### src/rtl/sqcsa_pkg.sv
// Package: shared geometry of the square-root carry-select adder.
// Holds the group widths, least significant first, and derives from them the
// bit offsets and the total datapath width. Nothing here is clocked.
package sqcsa_pkg;

    localparam int NGRP = 7;
    localparam int GRP_W [NGRP] = '{2, 3, 4, 5, 5, 6, 7};

    // Lowest operand bit belonging to group g.
    function automatic int grp_lo(input int g);
        int acc;
        acc = 0;
        for (int i = 0; i < g; i++) begin
            acc += GRP_W[i];
        end
        return acc;
    endfunction

    localparam int ADD_W  = grp_lo(NGRP);
    // Flattened candidate buses hold n+1 bits per n-bit group.
    localparam int CAND_W = ADD_W + NGRP;

    // Offset of group g's candidate field inside a flattened candidate bus.
    function automatic int cand_lo(input int g);
        return grp_lo(g) + g;
    endfunction

endpackage

### src/rtl/sqcsa_rca.sv
// Module: sqcsa_rca
// Ripple-carry adder of W bits with an explicit carry input.
// Assumes W >= 1. Purely combinational; the carry walks one bit per stage.
module sqcsa_rca #(
    parameter int W = 4
) (
    input  logic [W-1:0] a,
    input  logic [W-1:0] b,
    input  logic         ci,
    output logic [W-1:0] s,
    output logic         co
);

    logic [W:0] c;

    // Entry of the carry chain.
    assign c[0] = ci;

    for (genvar i = 0; i < W; i++) begin : g_bit
        // One full-adder cell: sum bit and the carry into the next position.
        assign s[i]   = a[i] ^ b[i] ^ c[i];
        assign c[i+1] = (a[i] & b[i]) | (c[i] & (a[i] ^ b[i]));
    end

    assign co = c[W];

endmodule

### src/rtl/sqcsa_bec.sv
// Module: sqcsa_bec
// Binary-to-excess-one converter: dout = din + 1, modulo 2**N.
// Bit 0 is inverted, and each higher bit flips when all bits below it are 1.
// Assumes N >= 2. Purely combinational.
module sqcsa_bec #(
    parameter int N = 4
) (
    input  logic [N-1:0] din,
    output logic [N-1:0] dout
);

    // lo_ones[i] is 1 when din[i-1:0] is all ones.
    logic [N-1:0] lo_ones;

    // Bit 0 always toggles.
    assign lo_ones[0] = 1'b1;
    assign dout[0]    = ~din[0];

    for (genvar i = 1; i < N; i++) begin : g_bit
        // Prefix AND of the lower bits, then a conditional toggle.
        assign lo_ones[i] = lo_ones[i-1] & din[i-1];
        assign dout[i]    = din[i] ^ lo_ones[i];
    end

endmodule

### src/rtl/sqcsa_group.sv
// Module: sqcsa_group
// One carry-select group of W bits. It forms a carry-in-0 candidate with a
// ripple adder and a carry-in-1 candidate either with a second ripple adder
// whose carry input is tied high (USE_BEC = 0) or by incrementing the
// carry-in-0 candidate (USE_BEC = 1). sel, the carry from the group below,
// picks the candidate for both the sum bits and the group carry.
// Assumes W >= 1.
module sqcsa_group #(
    parameter int W       = 4,
    parameter bit USE_BEC = 1'b1
) (
    input  logic [W-1:0] a,
    input  logic [W-1:0] b,
    input  logic         sel,
    output logic [W-1:0] s,
    output logic         co,
    output logic [W:0]   cand0,
    output logic [W:0]   cand1
);

    logic [W-1:0] s_zero;
    logic         c_zero;

    // Candidate assuming no carry enters the group.
    sqcsa_rca #(.W(W)) u_rca0 (
        .a  (a),
        .b  (b),
        .ci (1'b0),
        .s  (s_zero),
        .co (c_zero)
    );

    assign cand0 = {c_zero, s_zero};

    if (USE_BEC) begin : g_inc
        // Candidate assuming a carry enters: carry-in-0 result plus one.
        sqcsa_bec #(.N(W + 1)) u_bec (
            .din  (cand0),
            .dout (cand1)
        );
    end else begin : g_dual
        logic [W-1:0] s_one;
        logic         c_one;

        // Candidate assuming a carry enters: second chain, carry tied high.
        sqcsa_rca #(.W(W)) u_rca1 (
            .a  (a),
            .b  (b),
            .ci (1'b1),
            .s  (s_one),
            .co (c_one)
        );

        assign cand1 = {c_one, s_one};
    end

    // Final 2:1 selection on the incoming carry.
    assign {co, s} = sel ? cand1 : cand0;

endmodule

### src/rtl/sqrt_csel_adder.sv
// Module: sqrt_csel_adder (top)
// 32-bit square-root carry-select adder: {cout, sum} = a + b + cin.
// Group widths come from sqcsa_pkg. The lowest group is a plain ripple adder
// driven by cin; each higher group is a carry-select group steered by the
// carry of the group below. USE_BEC picks the carry-in-1 candidate source.
// Purely combinational; no clock or reset.
module sqrt_csel_adder
    import sqcsa_pkg::*;
#(
    parameter bit USE_BEC = 1'b1
) (
    input  logic [ADD_W-1:0] a,
    input  logic [ADD_W-1:0] b,
    input  logic             cin,
    output logic [ADD_W-1:0] sum,
    output logic             cout
);

    // grp_carry[g] is the carry entering group g; grp_carry[NGRP] leaves the top.
    logic [NGRP:0]     grp_carry;
    logic [CAND_W-1:0] cand0_flat;
    logic [CAND_W-1:0] cand1_flat;

    // External carry feeds the lowest group.
    assign grp_carry[0] = cin;

    for (genvar g = 0; g < NGRP; g++) begin : g_grp
        localparam int W  = GRP_W[g];
        localparam int LO = grp_lo(g);
        localparam int CL = cand_lo(g);

        if (g == 0) begin : g_base
            // Lowest group: one ripple adder, no selection.
            sqcsa_rca #(.W(W)) u_rca (
                .a  (a[LO +: W]),
                .b  (b[LO +: W]),
                .ci (grp_carry[g]),
                .s  (sum[LO +: W]),
                .co (grp_carry[g+1])
            );
            // Both candidate fields carry the single result of this group.
            assign cand0_flat[CL +: W+1] = {grp_carry[g+1], sum[LO +: W]};
            assign cand1_flat[CL +: W+1] = {grp_carry[g+1], sum[LO +: W]};
        end else begin : g_sel
            // Upper group: two candidates selected by the carry from below.
            sqcsa_group #(.W(W), .USE_BEC(USE_BEC)) u_group (
                .a     (a[LO +: W]),
                .b     (b[LO +: W]),
                .sel   (grp_carry[g]),
                .s     (sum[LO +: W]),
                .co    (grp_carry[g+1]),
                .cand0 (cand0_flat[CL +: W+1]),
                .cand1 (cand1_flat[CL +: W+1])
            );
        end
    end

    // Carry out is the selected carry of the top group.
    assign cout = grp_carry[NGRP];

endmodule

### config.mk
export PLATFORM = sky130hd
export DESIGN_NAME = sqrt_csel_adder
export DESIGN_NICKNAME = d
export VERILOG_FILES = /design/src/rtl/sqcsa_pkg.sv /design/src/rtl/sqcsa_rca.sv /design/src/rtl/sqcsa_bec.sv /design/src/rtl/sqcsa_group.sv /design/src/rtl/sqrt_csel_adder.sv
export SDC_FILE = /design/constraint.sdc
export NUM_CORES = 1
export LEC_CHECK = 0
export BUFFER_PORTS_ARGS = -buffer_cell sky130_fd_sc_hd__clkbuf_2
export CAP_MARGIN = 20
export CORE_MARGIN = 3
export CORE_UTILIZATION = 37
export DETAILED_ROUTE_END_ITERATION = 8
export PLACE_DENSITY = 0.75
export SLEW_MARGIN = 20
export SYNTH_ARGS = -nofsm -noshare
export SYNTH_HDL_FRONTEND = slang
export SYNTH_SLANG_ARGS = --single-unit
### constraint.sdc
create_clock -name vclk -period 10.9
set_input_delay 1.09 -clock vclk [all_inputs]
set_output_delay 1.09 -clock vclk [all_outputs]
set_load 0.01 [all_outputs]
==> metrics.cfg, run 1 <==
[timing]
fin_crit_ns = 5.82
fin_tns_setup_ns = 0
holdWs_ns = 2.53
fmax_mhz = 172
grt_setup_unrepaired = false
setup_viol = 0
slew_viol_final = 0
finalHoldViolCount = 0
relSlewSlack = 0.630
worst_pin_slew_ns = 0.554
fin_crit_sh = 0.534
finalWorstSetupSlack_ns = 5.08

[synth]
seq_area_frac_synth = 0
synthTopCellsByArea = fa_1, ha_1, inv_1
synthesis.nets = 322
netlist.area_leader.share = 0.301
synth_cells = 201
synth_cell_types = 26
yosysTopAreaCell = fa_1
syn_area_per_cell_um2 = 8.60
yosys_warnings = 0
syn_area_um2 = 1730

[layout]
nFillCells = 436
n_antenna_cell = 0
stdcell_area_um2 = 2280
final_util = 0.513
seq_cell_count = 0
drive_gt1_frac = 0.396
instances_no_fill = 350
final_common_cell = clkbuf_2
final_nets = 421
final_cell_mix = clkbuf_2, inv_1, ha_1
area_growth_pct = 31.8
clkbuf_count = 0
seqCellArea_um2 = 0

[hold_path]
min_path_cells = 3
whs_endpoint = sum[0]
min_path_type = in -> out
min_from = cin

[setup_path]
cp.arrival_ns = 4.73
worstPathMaxFanout = 7
crit_required_ns = 9.81
path_class = in -> out
end_kind = output pin
crit_path_start_kind = input pin

[grt]
antenna_found_initial = 0
gr-usage-all-layers = 0.115
grt_first_pass_wirelength_mm = 5.38
first_global_vias = 1424
grt_max_degree = 9
overflow = 0

[pwr]
pwr_density_cell_nw_per_um2 = 69.4
p_leak_nw = 1.41
irDropWorstVdd_v = 0.0000333
p_total_uw = 158

[route]
dr.first_iter.drc_count = 26
num_vias = 1529
wire_per_inst_um = 9.25
drc = 0
dr.pass1.iters = 3
via_per_inst = 4.37
routed_wl_mm = 3.24
ant_nets = 0

[clock_network]
hold_buffers = 0
post_cts.repair.setup_buffers = 0
cts-resized-gates = 0

[floorplan]
pin_count = 98
core-area_um2 = 4440
initial_utilization = 0.389
dieArea_um2 = 5530
die_h_um = 74.4
rows = 24
die_w_um = 74.4

[placement]
portBuffers = 98
pre_cts_ws_ns = 5.03
dp_hpwl_mm = 3.20
dp.cells = 350
placed_area_um2 = 2280
routabilityCongestion = 0.714

[job]
max-cap-violations = 0

[outcome]
outcome = finished, final reports clean

## kinds of logic after synthesis
family | Yosys count | synth area share
buf+inv | 74 | 0.161
fa+ha+maj | 56 | 0.518
simple gates | 27 | 0.0818
mux | 19 | 0.124
compound gates | 15 | 0.0535
xor+xnor | 10 | 0.0615
## power by group
group / internal [mW] / switching, mW
Clock: 0 / 0
Sequential: 0 / 0
Combinational: 0.0762 / 0.0821
## worst max path at each step
stage                     startpoint      end  slack, ns  cells past startpoint
final                          b[14]  sum[31]       5.08                     16
after CTS                      b[14]  sum[27]       5.00                     16
after global placement         a[14]  sum[26]       5.13                     16
after detailed placement       b[14]  sum[27]       5.03                     16
after floorplan                a[14]  sum[26]       5.44                     14
after global routing           a[14]  sum[27]       4.77                     16
## critical path: stages
cell,delay (ns)
clkbuf_2,0.08
ha_1,0.13
inv_1,0.05
fa_1,0.36
fa_1,0.38
fa_1,0.37
inv_1,0.07
fa_1,0.42
ha_1,0.28
and3_1,0.21
o21ai_0,0.12
and4b_1,0.28
o21ai_4,0.11
xor2_4,0.27
mux2_2,0.37
clkbuf_2,0.13
## metal layers
layer | global-route usage | wire, um | part of all wire | up-vias
met2 | 0.237 | 1720 | 0.53 | 54
li1 | - | - | - | 800
met1 | 0.132 | 1250 | 0.39 | 675
met5 | 0 | 0 | 0 | -
met3 | 0.0135 | 268 | 0.083 | 0
met4 | 0 | 0 | 0 | 0
## synthesized netlist by cell type
cell type	count
nand3_1	1
inv_1	73
o21ai_4	1
o21ai_2	1
nor3_1	1
mux2_2	16
nor2_1	3
ha_1	30
nand4bb_1	1
a21oi_1	1
o21ai_0	11
nand3b_1	3
mux2i_1	2
a21boi_0	1
mux2i_2	1
and4b_1	1
xnor2_1	2
nand2b_1	1
and3_1	1
fa_1	26
nand2_1	13
xor2_4	1
buf_2	1
xor2_1	7
nand4b_1	1
nor2b_1	1
## layout make-up
class                           count  area [um^2]  share of cell area
Timing Repair Buffer               98          490               0.215
Tap cell                           52         65.1              0.0285
Inverter                           73          274               0.120
Multi-Input combinational cell    127         1450               0.636
(Power assumes the default switching activity.)
==> run 2: changes to the inputs <==
--- a/config.mk
+++ b/config.mk
@@ -10,7 +10,7 @@
 export CORE_MARGIN = 3
 export CORE_UTILIZATION = 37
 export DETAILED_ROUTE_END_ITERATION = 8
-export PLACE_DENSITY = 0.75
+export PLACE_DENSITY = 0.78
 export SLEW_MARGIN = 20
 export SYNTH_ARGS = -nofsm -noshare
 export SYNTH_HDL_FRONTEND = slang
==> constraint.sdc (replaced) <==
create_clock -name vclk -period 5.14
set_input_delay 0.514 -clock vclk [all_inputs]
set_output_delay 0.514 -clock vclk [all_outputs]
set_load 0.01 [all_outputs]
==> metrics.cfg, run 2 (synthesis results as in run 1) <==
[timing]
slew_viol_final = 0  ; unchanged
worst_pin_slew_ns = 0.563  ; +0.00903 ns
holdWs_ns = 1.39  ; -1.14 ns
relSlewSlack = 0.624  ; -0.00604
grt_setup_unrepaired = false
setup_viol = 0  ; unchanged
fin_crit_sh = 0.908
fin_crit_ns = 4.67
fin_tns_setup_ns = 0  ; unchanged
fmax_mhz = 214
finalHoldViolCount = 0  ; unchanged

[placement]
routabilityCongestion = 0.735  ; +2.9%
dp_hpwl_mm = 3.27  ; +2.2%
portBuffers = 98  ; unchanged

[pwr]
irDropWorstVdd_v = 0.0000740  ; +120%
p_leak_nw = 1.41  ; unchanged
pwr_density_cell_nw_per_um2 = 147  ; +110%

[route]
dr.first_iter.drc_count = 10  ; -62%
via_per_inst = 4.37  ; +0.13%
dr.pass1.iters = 3  ; unchanged
wire_per_inst_um = 9.37  ; +1.3%
ant_nets = 0  ; unchanged
num_vias = 1531  ; +0.13%
drc = 0  ; unchanged
routed_wl_mm = 3.28  ; +1.3%

[grt]
antenna_found_initial = 0  ; unchanged
grt_first_pass_wirelength_mm = 5.62  ; +4.6%
overflow = 0  ; unchanged
first_global_vias = 1498  ; +5.2%
grt_max_degree = 9  ; unchanged
gr-usage-all-layers = 0.120  ; +0.00551

[setup_path]
crit_path_start_kind = input pin
worstPathMaxFanout = 7  ; unchanged
end_kind = output pin
path_class = in -> out
cp.arrival_ns = 4.15  ; -0.58 ns
crit_required_ns = 4.63  ; -5.18 ns

[layout]
seqCellArea_um2 = 0  ; unchanged
final_common_cell = clkbuf_2
area_growth_pct = 31.8  ; unchanged
n_antenna_cell = 0  ; unchanged
clkbuf_count = 0  ; unchanged
final_nets = 421  ; unchanged
final_cell_mix = clkbuf_2, inv_1, ha_1
seq_cell_count = 0  ; unchanged
nFillCells = 439  ; +0.69%
drive_gt1_frac = 0.396  ; unchanged

[floorplan]
dieArea_um2 = 5530  ; unchanged
die_h_um = 74.4  ; unchanged
core-area_um2 = 4440  ; unchanged
initial_utilization = 0.389  ; unchanged
die_w_um = 74.4  ; unchanged
pin_count = 98  ; unchanged
rows = 24  ; unchanged

[clock_network]
cts-resized-gates = 0  ; unchanged
hold_buffers = 0  ; unchanged
post_cts.repair.setup_buffers = 0  ; unchanged

[hold_path]
min_path_type = in -> out

[outcome]
outcome = finished, final reports clean

[job]
max-cap-violations = 0  ; unchanged

==> run 2: cell counts in the layout (fill, tap and decap cells not counted) <==
No cell type changed its count.
==> run 2: power by group <==
part | internal, mW | switching, mW | leakage [nW]
logic | 0.161 | 0.174 | 1.41
registers | 0 | 0 | 0
clock network | 0 | 0 | 0
total | 0.161 | 0.174 | 1.41
==> run 2: metal layers <==
metal | routed length, um | track usage | vias to the layer above | part of all wire
li1 | - | - | 802 | -
met1 | 1220 | 0.138 | 676 | 0.37
met2 | 1790 | 0.245 | 53 | 0.54
met3 | 270 | 0.0176 | 0 | 0.082
met4 | 0 | 0.00395 | 0 | 0
met5 | 0 | 0 | - | 0
==> run 2: path summary, 6_finish.rpt <==
path / endpoint / slack, ns / depth (start not counted) / startpoint
worst min-delay path: sum[0] / 1.39 / 3 / cin
worst max-delay path: sum[27] / 0.47 / 16 / a[14]
==> run 2: per-stage QoR <==
stage	utilization	cells	total power, mW	instance area [um^2]	setup slack [ns]
2_1_floorplan	-	201	0.217	1730	0.835
3_3_place_gp	0.513	350	0.329	2280	0.526
3_5_place_dp	0.513	350	0.343	2280	0.478
4_1_cts	0.513	350	0.344	2280	0.455
5_1_grt	0.513	350	0.388	2280	0.256
6_report	0.513	350	0.335	2280	0.471
==> run 2: area by class of cell <==
| class | count | area [um^2] | share of cell area |
|---|---|---|---|
| Inverter | 73 | 274 | 0.120 |
| Tap cell | 52 | 65.1 | 0.0285 |
| Multi-Input combinational cell | 127 | 1450 | 0.636 |
| Timing Repair Buffer | 98 | 490 | 0.215 |
==> run 2: worst max-delay path, cell delays in order <==
cell	delay, ns
clkbuf_2	0.08
ha_1	0.13
inv_1	0.04
fa_1	0.37
fa_1	0.39
fa_1	0.36
inv_1	0.07
fa_1	0.42
ha_1	0.27
and3_1	0.21
o21ai_0	0.14
and4b_1	0.28
o21ai_4	0.11
xor2_4	0.27
mux2_2	0.37
clkbuf_2	0.13
==> run 3: changes to the inputs <==
--- a/config.mk
+++ b/config.mk
@@ -5,13 +5,15 @@
 export SDC_FILE = /design/constraint.sdc
 export NUM_CORES = 1
 export LEC_CHECK = 0
+export ABC_CLOCK_PERIOD_IN_PS = 5140
 export BUFFER_PORTS_ARGS = -buffer_cell sky130_fd_sc_hd__clkbuf_2
 export CAP_MARGIN = 20
 export CORE_MARGIN = 3
-export CORE_UTILIZATION = 37
+export CORE_UTILIZATION = 28
 export DETAILED_ROUTE_END_ITERATION = 8
-export PLACE_DENSITY = 0.78
+export PLACE_DENSITY = 0.62
 export SLEW_MARGIN = 20
 export SYNTH_ARGS = -nofsm -noshare
 export SYNTH_HDL_FRONTEND = slang
+export SYNTH_HIERARCHICAL = 1
 export SYNTH_SLANG_ARGS = --single-unit
==> metrics.cfg, run 3 <==
[floorplan]
dieArea_um2 = 7600  ; +37%
core-area_um2 = 6170  ; +39%
die_h_um = 87.2  ; +17%
die_w_um = 87.2  ; +17%
pin_count = 98  ; unchanged
rows = 28  ; +17%
initial_utilization = 0.299  ; -0.0898

[pwr]
p_leak_nw = 1.55  ; +10%
swShare = 0.455  ; -0.0644
p_sw_uw = 226  ; +30%
irDropWorstVdd_v = 0.000113  ; +52%
p_total_uw = 497  ; +48%
p_int_uw = 271  ; +68%
seq_power_share = 0  ; unchanged
pwr_density_cell_nw_per_um2 = 208  ; +41%
combPwrFrac = 1.000  ; about the same
clockPowerShare = 0  ; unchanged

[clock_network]
hold_buffers = 0  ; unchanged
post_cts.repair.setup_buffers = 0  ; unchanged
cts-resized-gates = 0  ; unchanged

[grt]
antenna_found_initial = 0  ; unchanged
grt_first_pass_wirelength_mm = 6.27  ; +12%
overflow = 0  ; unchanged
first_global_vias = 1551  ; +3.5%
gr-usage-all-layers = 0.0971  ; -0.0234
grt_max_degree = 9  ; unchanged

[placement]
dp_hpwl_mm = 3.54  ; +8.1%
pre_cts_ws_ns = 0.160  ; -0.318 ns
routabilityCongestion = 0.811  ; +10%
dp.cells = 352  ; +0.57%
portBuffers = 98  ; unchanged

[layout]
seqCellArea_um2 = 0  ; unchanged
drive_gt1_frac = 0.487  ; +0.0914
seq_cell_count = 0  ; unchanged
final_common_cell = clkbuf_2
area_growth_pct = 29.6
n_antenna_cell = 0  ; unchanged
clkbuf_count = 0  ; unchanged
final_cell_mix = clkbuf_2, inv_1, fa_1
final_util = 0.388  ; -0.125
final_nets = 400  ; -5.0%
instances_no_fill = 352  ; +0.57%

[synth]
synth_cells = 182  ; -9.5%
syn_area_um2 = 1850  ; +6.7%
yosys_warnings = 6  ; +6
synthesis.nets = 303  ; -5.9%
syn_area_per_cell_um2 = 10.1  ; +18%

[setup_path]
path_class = in -> out
crit_path_start_kind = input pin
worstPathMaxFanout = 8  ; +1
crit_path_end = sum[25]
cp.arrival_ns = 4.43  ; +0.28 ns
crit_required_ns = 4.63  ; about the same
cp-startpoint = a[2]
end_kind = output pin

[timing]
slew_viol_final = 0  ; unchanged
fin_crit_sh = 0.962  ; +0.0536
grt_setup_unrepaired = false
fmax_mhz = 202  ; -5.6%
setup_viol = 0  ; unchanged
fin_crit_ns = 4.94  ; +0.275 ns
finalHoldViolCount = 0  ; unchanged
finalWorstSetupSlack_ns = 0.196  ; -0.275 ns
fin_tns_setup_ns = 0  ; unchanged

[hold_path]
min_path_type = in -> out

[route]
drc = 0  ; unchanged
routed_wl_mm = 3.51  ; +7.1%
wire_per_inst_um = 9.97  ; +6.5%
num_vias = 1405  ; -8.2%
ant_nets = 0  ; unchanged
dr.pass1.iters = 2  ; -1
via_per_inst = 3.99  ; -8.8%
dr.first_iter.drc_count = 2  ; -8

[job]
max-cap-violations = 0  ; unchanged

[outcome]
outcome = finished, final reports clean

==> run 3: cell types whose count changed in the layout (fill, tap and decap cells not counted), sizes merged, moves of 2 or more <==
| cell | delta |
|---|---|
| fa | +6 |
| ha | -6 |
| conb | +6 |
| xor2 | -2 |
| o21ai | -13 |
| mux2i | -3 |
| nand2 | -13 |
| mux2 | +20 |
| xnor2 | -2 |
| nand3b | -3 |
| nor2 | -3 |
==> run 3: stage by stage <==
stage          hold WS (ns)  area, um^2
2_1_floorplan          1.27        1850
3_3_place_gp           1.45        2390
3_5_place_dp           1.46        2390
4_1_cts                1.46        2390
5_1_grt                1.49        2390
6_report               1.46        2390
==> run 3: area by class of cell <==
type / count / area, um^2
fillers: 631 / 3770
multi-input cells: 104 / 1520
well taps: 75 / 93.8
inverters: 74 / 278
repair buffers: 99 / 498
==> run 3: worst max-delay path, stage by stage <==
cell and delay (ns):
clkbuf_2 0.07, inv_1 0.04, fa_1 0.41, inv_1 0.07
fa_1 0.16, inv_1 0.05, fa_1 0.47, inv_1 0.05
ha_1 0.20, xor2_1 0.15, mux2_2 0.32, mux2_2 0.32
mux2_4 0.37, mux2_4 0.39, mux2_4 0.40, mux2_4 0.31
clkbuf_2 0.13
==> run 3: power by group through the flow <==
stage	registers [mW]	logic (mW)	clock network, mW
2_1_floorplan	0	0.358	0
3_3_place_gp	0	0.491	0
3_5_place_dp	0	0.509	0
4_1_cts	0	0.510	0
5_1_grt	0	0.562	0
6_report	0	0.497	0
==> run 3: how the worst min path moves through the flow <==
stage | to | from | cells past startpoint
after floorplan | sum[0] | cin | 3
after global placement | sum[0] | cin | 5
after detailed placement | sum[0] | cin | 5
after CTS | sum[0] | cin | 5
after global routing | sum[0] | cin | 5
final | sum[0] | cin | 5
==> run 3: per-layer routing <==
metal | vias to the layer above | part of all wire | global-route usage
met3 | 0 | 0.11 | 0.0114
met4 | 0 | 0 | 0
li1 | 709 | - | -
met2 | 61 | 0.52 | 0.197
met5 | - | 0 | 0
met1 | 635 | 0.38 | 0.114
